--- config.mk ---
export PLATFORM = sky130hd
export DESIGN_NAME = boot_xfer_seq
export DESIGN_NICKNAME = d
export VERILOG_FILES = /design/src/rtl/boot_seq_pkg.sv /design/src/rtl/boot_word_pump.sv /design/src/rtl/boot_fail_log.sv /design/src/rtl/boot_xfer_seq.sv
export SDC_FILE = /design/constraint.sdc
export NUM_CORES = 1
export LEC_CHECK = 0
export CAP_MARGIN = 20
export CORE_MARGIN = 4
export CORE_UTILIZATION = 32
export CTS_CLUSTER_DIAMETER = 60
export DETAILED_ROUTE_END_ITERATION = 8
export PLACE_DENSITY = 0.71
export SLEW_MARGIN = 10
export SYNTH_ARGS = -nofsm -noshare
export SYNTH_HDL_FRONTEND = slang
export SYNTH_SLANG_ARGS = --single-unit
export TNS_END_PERCENT = 100
--- constraint.sdc ---
create_clock -name clk -period 2.4 [get_ports clk]
set_clock_uncertainty 0.2 [all_clocks]
set_input_delay 0.24 -clock clk [delete_from_list [all_inputs] [get_ports clk]]
set_output_delay 0.24 -clock clk [all_outputs]
set_load 0.1 [all_outputs]
--- src/rtl/boot_seq_pkg.sv ---
package boot_seq_pkg;

    typedef enum logic [2:0] {
        ST_IDLE   = 3'd0,
        ST_KICK   = 3'd1,
        ST_PRE    = 3'd2,
        ST_STREAM = 3'd3,
        ST_LAUNCH = 3'd4,
        ST_WAIT   = 3'd5,
        ST_DONE   = 3'd6,
        ST_FAIL   = 3'd7
    } seq_state_t;

    localparam int unsigned NUM_CODES = 4;
    localparam int unsigned NIB_W     = 4;
    localparam int unsigned FIELD_W   = 16;

endpackage

--- src/rtl/boot_word_pump.sv ---
module boot_word_pump #(
    parameter int unsigned IMG_WORDS = 8,
    parameter int unsigned FIELD_W   = 16
) (
    input  logic                         clk,
    input  logic                         rst_n,
    input  logic                         clr,
    input  logic                         adv,
    output logic [$clog2(IMG_WORDS)-1:0] addr,
    output logic                         last,
    output logic [FIELD_W-1:0]           count
);
    localparam int unsigned AW = $clog2(IMG_WORDS);
    localparam int unsigned CW = $clog2(IMG_WORDS + 1);

    typedef struct packed {
        logic [CW-1:0] cnt;
    } pump_t;

    pump_t cur_q, cur_d;

    always_comb begin
        cur_d = cur_q;
        if (clr) begin
            cur_d.cnt = '0;
        end else if (adv) begin
            cur_d.cnt = cur_q.cnt + CW'(1);
        end
    end

    always_ff @(posedge clk or negedge rst_n) begin
        if (!rst_n) begin
            cur_q <= '0;
        end else begin
            cur_q <= cur_d;
        end
    end

    assign addr  = cur_q.cnt[AW-1:0];
    assign last  = (cur_q.cnt == CW'(IMG_WORDS - 1));
    assign count = FIELD_W'(cur_q.cnt);

endmodule

--- src/rtl/boot_fail_log.sv ---
module boot_fail_log #(
    parameter int unsigned MAX_FAILS = 10
) (
    input  logic                                 clk,
    input  logic                                 rst_n,
    input  logic                                 clr_all,
    input  logic                                 fail_ev,
    input  logic [1:0]                           code,
    input  logic [boot_seq_pkg::FIELD_W-1:0]     words,
    output logic [boot_seq_pkg::FIELD_W-1:0]     nib_field,
    output logic [boot_seq_pkg::FIELD_W-1:0]     word_field,
    output logic                                 last_allowed
);
    import boot_seq_pkg::*;

    localparam int unsigned TW = $clog2(MAX_FAILS + 1);

    typedef struct packed {
        logic [NUM_CODES-1:0][NIB_W-1:0] nib;
        logic [FIELD_W-1:0]              wat;
        logic [TW-1:0]                   total;
    } log_t;

    log_t log_q, log_d;

    always_comb begin
        log_d = log_q;
        if (clr_all) begin
            log_d = '0;
        end else if (fail_ev) begin
            log_d.wat   = words;
            log_d.total = log_q.total + TW'(1);
            for (int k = 0; k < NUM_CODES; k++) begin
                if (code == 2'(k) && log_q.nib[k] != {NIB_W{1'b1}}) begin
                    log_d.nib[k] = log_q.nib[k] + NIB_W'(1);
                end
            end
        end
    end

    always_ff @(posedge clk or negedge rst_n) begin
        if (!rst_n) begin
            log_q <= '0;
        end else begin
            log_q <= log_d;
        end
    end

    assign nib_field    = log_q.nib;
    assign word_field   = log_q.wat;
    assign last_allowed = (log_q.total == TW'(MAX_FAILS - 1));

endmodule

--- src/rtl/boot_xfer_seq.sv ---
module boot_xfer_seq #(
    parameter int unsigned IMG_WORDS = 8,
    parameter int unsigned DATA_W    = 16,
    parameter int unsigned MAX_FAILS = 10
) (
    input  logic                         clk,
    input  logic                         rst_n,
    input  logic                         boot_req,
    output logic                         kick,
    input  logic                         preload_done,
    output logic                         wd_valid,
    input  logic                         wd_ready,
    output logic [$clog2(IMG_WORDS)-1:0] wd_addr,
    input  logic [DATA_W-1:0]            img_rdata,
    output logic [DATA_W-1:0]            wd_data,
    input  logic                         xfer_err,
    input  logic [1:0]                   xfer_code,
    output logic                         launch,
    input  logic                         launch_ok,
    input  logic                         launch_fail,
    output logic [31:0]                  status,
    output logic                         done,
    output logic                         failed
);
    import boot_seq_pkg::*;

    typedef struct packed {
        seq_state_t st;
    } ctl_t;

    ctl_t ctl_q, ctl_d;

    logic               pump_clr, pump_adv, pump_last;
    logic               log_clr, fail_ev, give_up;
    logic [FIELD_W-1:0] word_count, nib_field, word_field;
    logic               err_window;

    assign err_window = (ctl_q.st == ST_PRE) || (ctl_q.st == ST_STREAM);

    always_comb begin
        ctl_d    = ctl_q;
        log_clr  = 1'b0;
        fail_ev  = 1'b0;
        pump_adv = 1'b0;
        if (boot_req) begin
            log_clr  = 1'b1;
            ctl_d.st = ST_KICK;
        end else begin
            fail_ev = err_window && xfer_err;
            case (ctl_q.st)
                ST_KICK:   ctl_d.st = ST_PRE;
                ST_PRE: begin
                    if (preload_done) ctl_d.st = ST_STREAM;
                end
                ST_STREAM: begin
                    pump_adv = wd_ready && !xfer_err;
                    if (pump_adv && pump_last) ctl_d.st = ST_LAUNCH;
                end
                ST_LAUNCH: ctl_d.st = ST_WAIT;
                ST_WAIT: begin
                    if (launch_fail)    ctl_d.st = ST_FAIL;
                    else if (launch_ok) ctl_d.st = ST_DONE;
                end
                default: ctl_d.st = ctl_q.st;
            endcase
            if (fail_ev) begin
                ctl_d.st = give_up ? ST_FAIL : ST_KICK;
            end
        end
        pump_clr = (ctl_d.st == ST_KICK);
    end

    always_ff @(posedge clk or negedge rst_n) begin
        if (!rst_n) begin
            ctl_q.st <= ST_IDLE;
        end else begin
            ctl_q <= ctl_d;
        end
    end

    boot_word_pump #(
        .IMG_WORDS (IMG_WORDS),
        .FIELD_W   (FIELD_W)
    ) u_pump (
        .clk   (clk),
        .rst_n (rst_n),
        .clr   (pump_clr),
        .adv   (pump_adv),
        .addr  (wd_addr),
        .last  (pump_last),
        .count (word_count)
    );

    boot_fail_log #(
        .MAX_FAILS (MAX_FAILS)
    ) u_log (
        .clk          (clk),
        .rst_n        (rst_n),
        .clr_all      (log_clr),
        .fail_ev      (fail_ev),
        .code         (xfer_code),
        .words        (word_count),
        .nib_field    (nib_field),
        .word_field   (word_field),
        .last_allowed (give_up)
    );

    assign kick     = (ctl_q.st == ST_KICK);
    assign wd_valid = (ctl_q.st == ST_STREAM);
    assign wd_data  = img_rdata;
    assign launch   = (ctl_q.st == ST_LAUNCH);
    assign done     = (ctl_q.st == ST_DONE);
    assign failed   = (ctl_q.st == ST_FAIL);
    assign status   = {word_field, nib_field};

endmodule

Word-level counts from Yosys, hierarchy flattened
Index checks and enable logic that the tools add are counted.
- bits in registers: 43
- input port bits: 26
- output and inout bits: 56
- $add $sub $neg: 6
- eq/ne operators: 17
- mux-type cells: 20
- reduce and logical (&&, ||, !) cells: 20
- operators with widths (kind ; number):
    $mux W36 ; 2
    $add A4 B1 Y4 const B ; 6
    $mux W4 ; 6
    $mux W3 ; 7
    $ne A4 B4 Y1 const B ; 4
    $pmux W3 S5 ; 1
    $eq A3 B3 Y1 const B ; 4
    $reduce_bool A2 Y1 ; 6
    $reduce_and A2 Y1 ; 4
    $logic_and A1 B1 Y1 ; 7
    $eq A3 B1 Y1 const B ; 2
    $eq A3 B2 Y1 const B ; 2
    $eq A2 B2 Y1 const B ; 2
    $eq A4 B3 Y1 const B ; 1
    $eq A4 B4 Y1 const B ; 1
    $mux W1 ; 4
    $eq A2 B1 Y1 const B ; 1
    $logic_not A2 Y1 ; 1
    $logic_not A1 Y1 ; 1
    $logic_or A1 B1 Y1 ; 1

Longest topological paths before layout
Gate-level depths: netlist (run 1).
- depth after elaboration: 9
- mapped depth: 7
- mapped depth without buffers: 6

Hierarchy
Synthesis (run 1) repeated with hierarchy kept, for this count alone.
- cell total of the unflattened synthesis: 282
- area, all modules: 2777.7 sq um
- by module, submodules not included (module ; times used ; cells an instance ; area an instance (sq um) ; seq. area each (sq um)):
    boot_fail_log ; 1 ; 200 ; 2073.2 ; 900.9
    boot_xfer_seq ; 1 ; 48 ; 387.9 ; 75.1
    boot_word_pump ; 1 ; 34 ; 316.6 ; 100.1

Least setup slack after synthesis (run 1)
OpenSTA, ideal clock, no wires.
- kind: flip-flop to output port
- start point: reg ctl_q[1] in the netlist's numbering
- end point: out done
- arrival: 2.603 ns
- required time: 1.960 ns
- slack: -0.643 ns
- stages on the path, launching flop included: 4
- path buffers: 1
- cell sequence: dfrtp_1 buf_4 inv_1 nor3_1
- longest elaborated chain between the ends: 1
- ends and longest elaborated chain (element ; RTL line ; RTL):
    from (decl) ; boot_xfer_seq.sv:31 ; ctl_t ctl_q, ctl_d;
    from (signal assigned) ; boot_xfer_seq.sv:77 ; ctl_q <= ctl_d;
    $eq A3 B3 Y1 ; boot_xfer_seq.sv:112 ; assign done = (ctl_q.st == ST_DONE);
    to (decl) ; boot_xfer_seq.sv:22 ; output logic done,
Every way passes these cells.

Worst setup path in the final report (run 1)
- start point: reg ctl_q[1] in the netlist's numbering
- end point: reg u_pump.cur_q[3] in the netlist's numbering
- longest elaborated chain between the ends: 7
- elaborated cells on any way between the ends: 19
- those cells by class: 6 x eq/ne; 10 x mux; 3 x reduce/logical
- ends and longest elaborated chain (element ; RTL line ; RTL):
    $mux W3 or $eq A3 B2 Y1 (tied branches) ; boot_xfer_seq.sv:62, boot_xfer_seq.sv:38, boot_xfer_seq.sv:50 ;
    $mux W3 or $logic_or A1 B1 Y1 (tied branches) ; boot_xfer_seq.sv:61, boot_xfer_seq.sv:38 ;
    $pmux W3 S5 or $logic_and A1 B1 Y1 (tied branches) ; boot_xfer_seq.sv:50, boot_xfer_seq.sv:49 ;
    $mux W3 ; boot_xfer_seq.sv:66 ; if (fail_ev) begin
    $mux W3 ; boot_xfer_seq.sv:45 ; if (boot_req) begin
    $eq A3 B1 Y1 ; boot_xfer_seq.sv:70 ; pump_clr = (ctl_d.st == ST_KICK);
    $mux W4 or $reduce_bool A2 Y1 (tied branches) ; n/a ;
    to (signal assigned) ; boot_word_pump.sv:35 ; cur_q <= cur_d;
    to (decl) ; boot_word_pump.sv:20 ; pump_t cur_q, cur_d;
Several ways; a longest one is shown, not always the timed one.
A chain may end at the register's enable or synchronous reset.

==> reports/metrics.yaml, run 1 <==
status: "finished clean"
critical_path_required_ns: 2.33
total_number_of_yosys_warnings: 0
finalWirelength_mm: 4.11
final_max_slew_viol_count: 0
maxClockFrequency_mhz: 452
cpPeakStageDelay_ns: 0.47
route.detailed.drc: 0
pin_count_of_the_biggest_net_entering_global_routing: 32
clk-insertion-delay-late_ns: 0.28
final_total_power_mw: 1.70
drtIter0Drc: 56
drv.max_cap_violation_count: 0
cells_after_synth: 229
power_leakage_nw: 1.09
std_cell_rows: 29
die_w_um: 89.0
globalplace.congestion: 0.831
tns_ns: 0
grt_setup_unrepaired: "false"
timing.critical_path.from_type: "flop"
design.core.area_um2: 6350
fin_crit_sh_pct: 92.2
report.final.hold_viol_count: 0
diodes: 0
power_density_nw_per_um2: 745
hpwl_dp_mm: 3.09
port_buffers: 37
grtUsageTotal_pct: 10.9
crit_buf_inv: 1
postSynth.asyncResetShare_pct: 100
num_vias: 1472
netlist.area_leader.share_pct: 36.9
routed_vias_inst: 4.75
die_height_um: 89.0
endpoints_failing_setup: 0
endpoint_kind: "flop"
synth_area_leader_cell: "dfrtp_1"
synth.top_cells.by_area: "dfrtp_1 37%, buf_4 19%, ha_1 5.4%"
cp_cell_sequence: "inv_1 > ha_1 > or3_1 > o221ai_1 > a32oi_1"
top_level_ports: 82
irDropWorstVdd_uv: 385
crit_end: "u_pump.cur_q[3]"
synth.lib_cells_used.distinct: 39
startpoint: "ctl_q[1]"
h_tree_depth_reported_by_cts: 2
grt_pass1_vias: 1417
ant_nets: 0
cts.clk_slew.worst_paths_ns: 0.07
ffs_latches_synth: 31
final-instance-count-excl-fill: 310
drt_first_pass_iters: 4
stdcell_area_um2: 2280
r2r-end: "u_pump.cur_q[3]"
synth_seq_area_share_pct: 36.9
numCtsBuffers: 5
postSynth.topFlopCell: "dfrtp_1"
critical_path_peak_fanout: 8
routedWlPerCell_um: 13.3
clock-root-buffer: "clkbuf_8"
initial_utilization_pct: 33.1
count_of_flip_flops_with_a_built_in_enable_after_synthesis: 0
design.die.area_um2: 7930
hp-class: "in2async"
r2r-start: "ctl_q[1]"
reg2reg_setup_slack_ns: 0.19
finalNetCount: 267
cts.path.max_buffers: 2
tritoncts_num_sinks: 31
path_class: "reg2reg"
post_synth_most_frequent_cells: "53 x buf_4, 31 x dfrtp_1, 22 x nor2_1, 15 x nand2_1, 13 x nand3_1"
antenna_violations_before_repair: 0
reg2reg_depth: 5
placed_cell_area_um2: 2200
syn2layout_area_growth_pct: 8.70
dp.cells: 302
post_synth.cell_area_avg_um2: 9.17
post_route_cells_drive_above_1_share_pct: 19.7
cp_max_delay_cell: "dfrtp_1"
grt_pass1_wl_mm: 6.70
critical_path_arrival_ns: 2.15
critical_path_depth: 5
post-route-min-period_ns: 2.21
cts_tree: "built"
crit_family: "compound AO/OA/AOI/OAI gates"
synth.cell_area_um2: 2100
total_congestion_overflow: 0
synthMostInstantiatedCell: "buf_4"
report_power, final:
group	internal (mW)	leakage, nW	switching, mW	total, mW
clock	0.203	0.0422	0.189	0.393
combinational	0.196	0.620	0.495	0.691
sequential	0.555	0.424	0.0632	0.618
per-layer routing:
metal	up-vias	track usage, %	wire length (um)
li1	721	-	-
met1	698	13.8	1770
met2	47	17.4	1960
met3	6	3.41	329
met4	0	4.06	48
met5	-	0	0
worst min-delay path by stage:
stage | slack (ns) | to | startpoint
finish | 0.16 | u_log.nib_field[1] | rst_n
global placement | 0.28 | wd_data[13] | img_rdata[13]
floorplan | -0.26 | ctl_q[0] | rst_n
global route | 0.18 | u_log.nib_field[4] | rst_n
CTS | 0.17 | u_log.nib_field[15] | rst_n
detailed placement | 0.28 | wd_data[13] | img_rdata[13]
cell type report:
cell class / instances / area [um^2]
fill: 646 / 4070
multi-input combinational: 145 / 927
sequential: 31 / 777
timing repair buffer: 42 / 375
tap: 77 / 96.3
clock buffer: 7 / 76.3
inverter: 7 / 26.3
clock inverter: 1 / 5.00
placed cells by master (no fill, tap or decap), types with 4 or more instances in the layout:
master / n
nor3_1: 4
and3_1: 5
a31oi_1: 4
nand3_1: 13
nor2_1: 22
buf_4: 30
ha_1: 9
xnor2_1: 6
xor2_1: 11
clkdlybuf4s50_1: 9
a21oi_1: 6
inv_1: 7
nand2_1: 15
dfrtp_1: 30
conb_1: 12
mux2i_1: 4
clkbuf_8: 5
what timing repair did:
action	CTS	global route
buffers inserted	0	0
hold buffers	0	0
resized for setup	0	1
setup endpoints to repair	0	2
state kept, by name, indices dropped and copies added (netlist names):
name / count
u_log.log_q: 4
u_pump.cur_q: 4
u_log.nib_field: 16
u_log.word_field: 4
ctl_q: 3
logic make-up after synthesis:
kind of cell | after synthesis | synth area share, %
fa+ha+maj | 9 | 5.36
buf+inv | 64 | 20.9
simple gates | 83 | 21.6
flops | 31 | 36.9
mux | 4 | 1.91
other cells | 1 | 0.179
xor+xnor | 17 | 7.09
compound gates | 20 | 6.02
through the flow:
step,utilization (%),hold slack [ns],worst slack [ns]
global route,36.0,0.185,0.0498
floorplan,-,-0.256,-0.643
finish,36.0,0.157,0.187
CTS,35.9,0.168,0.139
global placement,34.7,0.281,0.231
detailed placement,34.7,0.281,0.144
Power figures use the tool's default switching activity.
==> run 2, diff against run 1 <==
- ABC_CLOCK_PERIOD_IN_PS: unset -> 2400
- SLEW_MARGIN: 10 -> 0
==> results of run 2 <==
The final DEF is identical to that of run 1; final timing and power are the same.
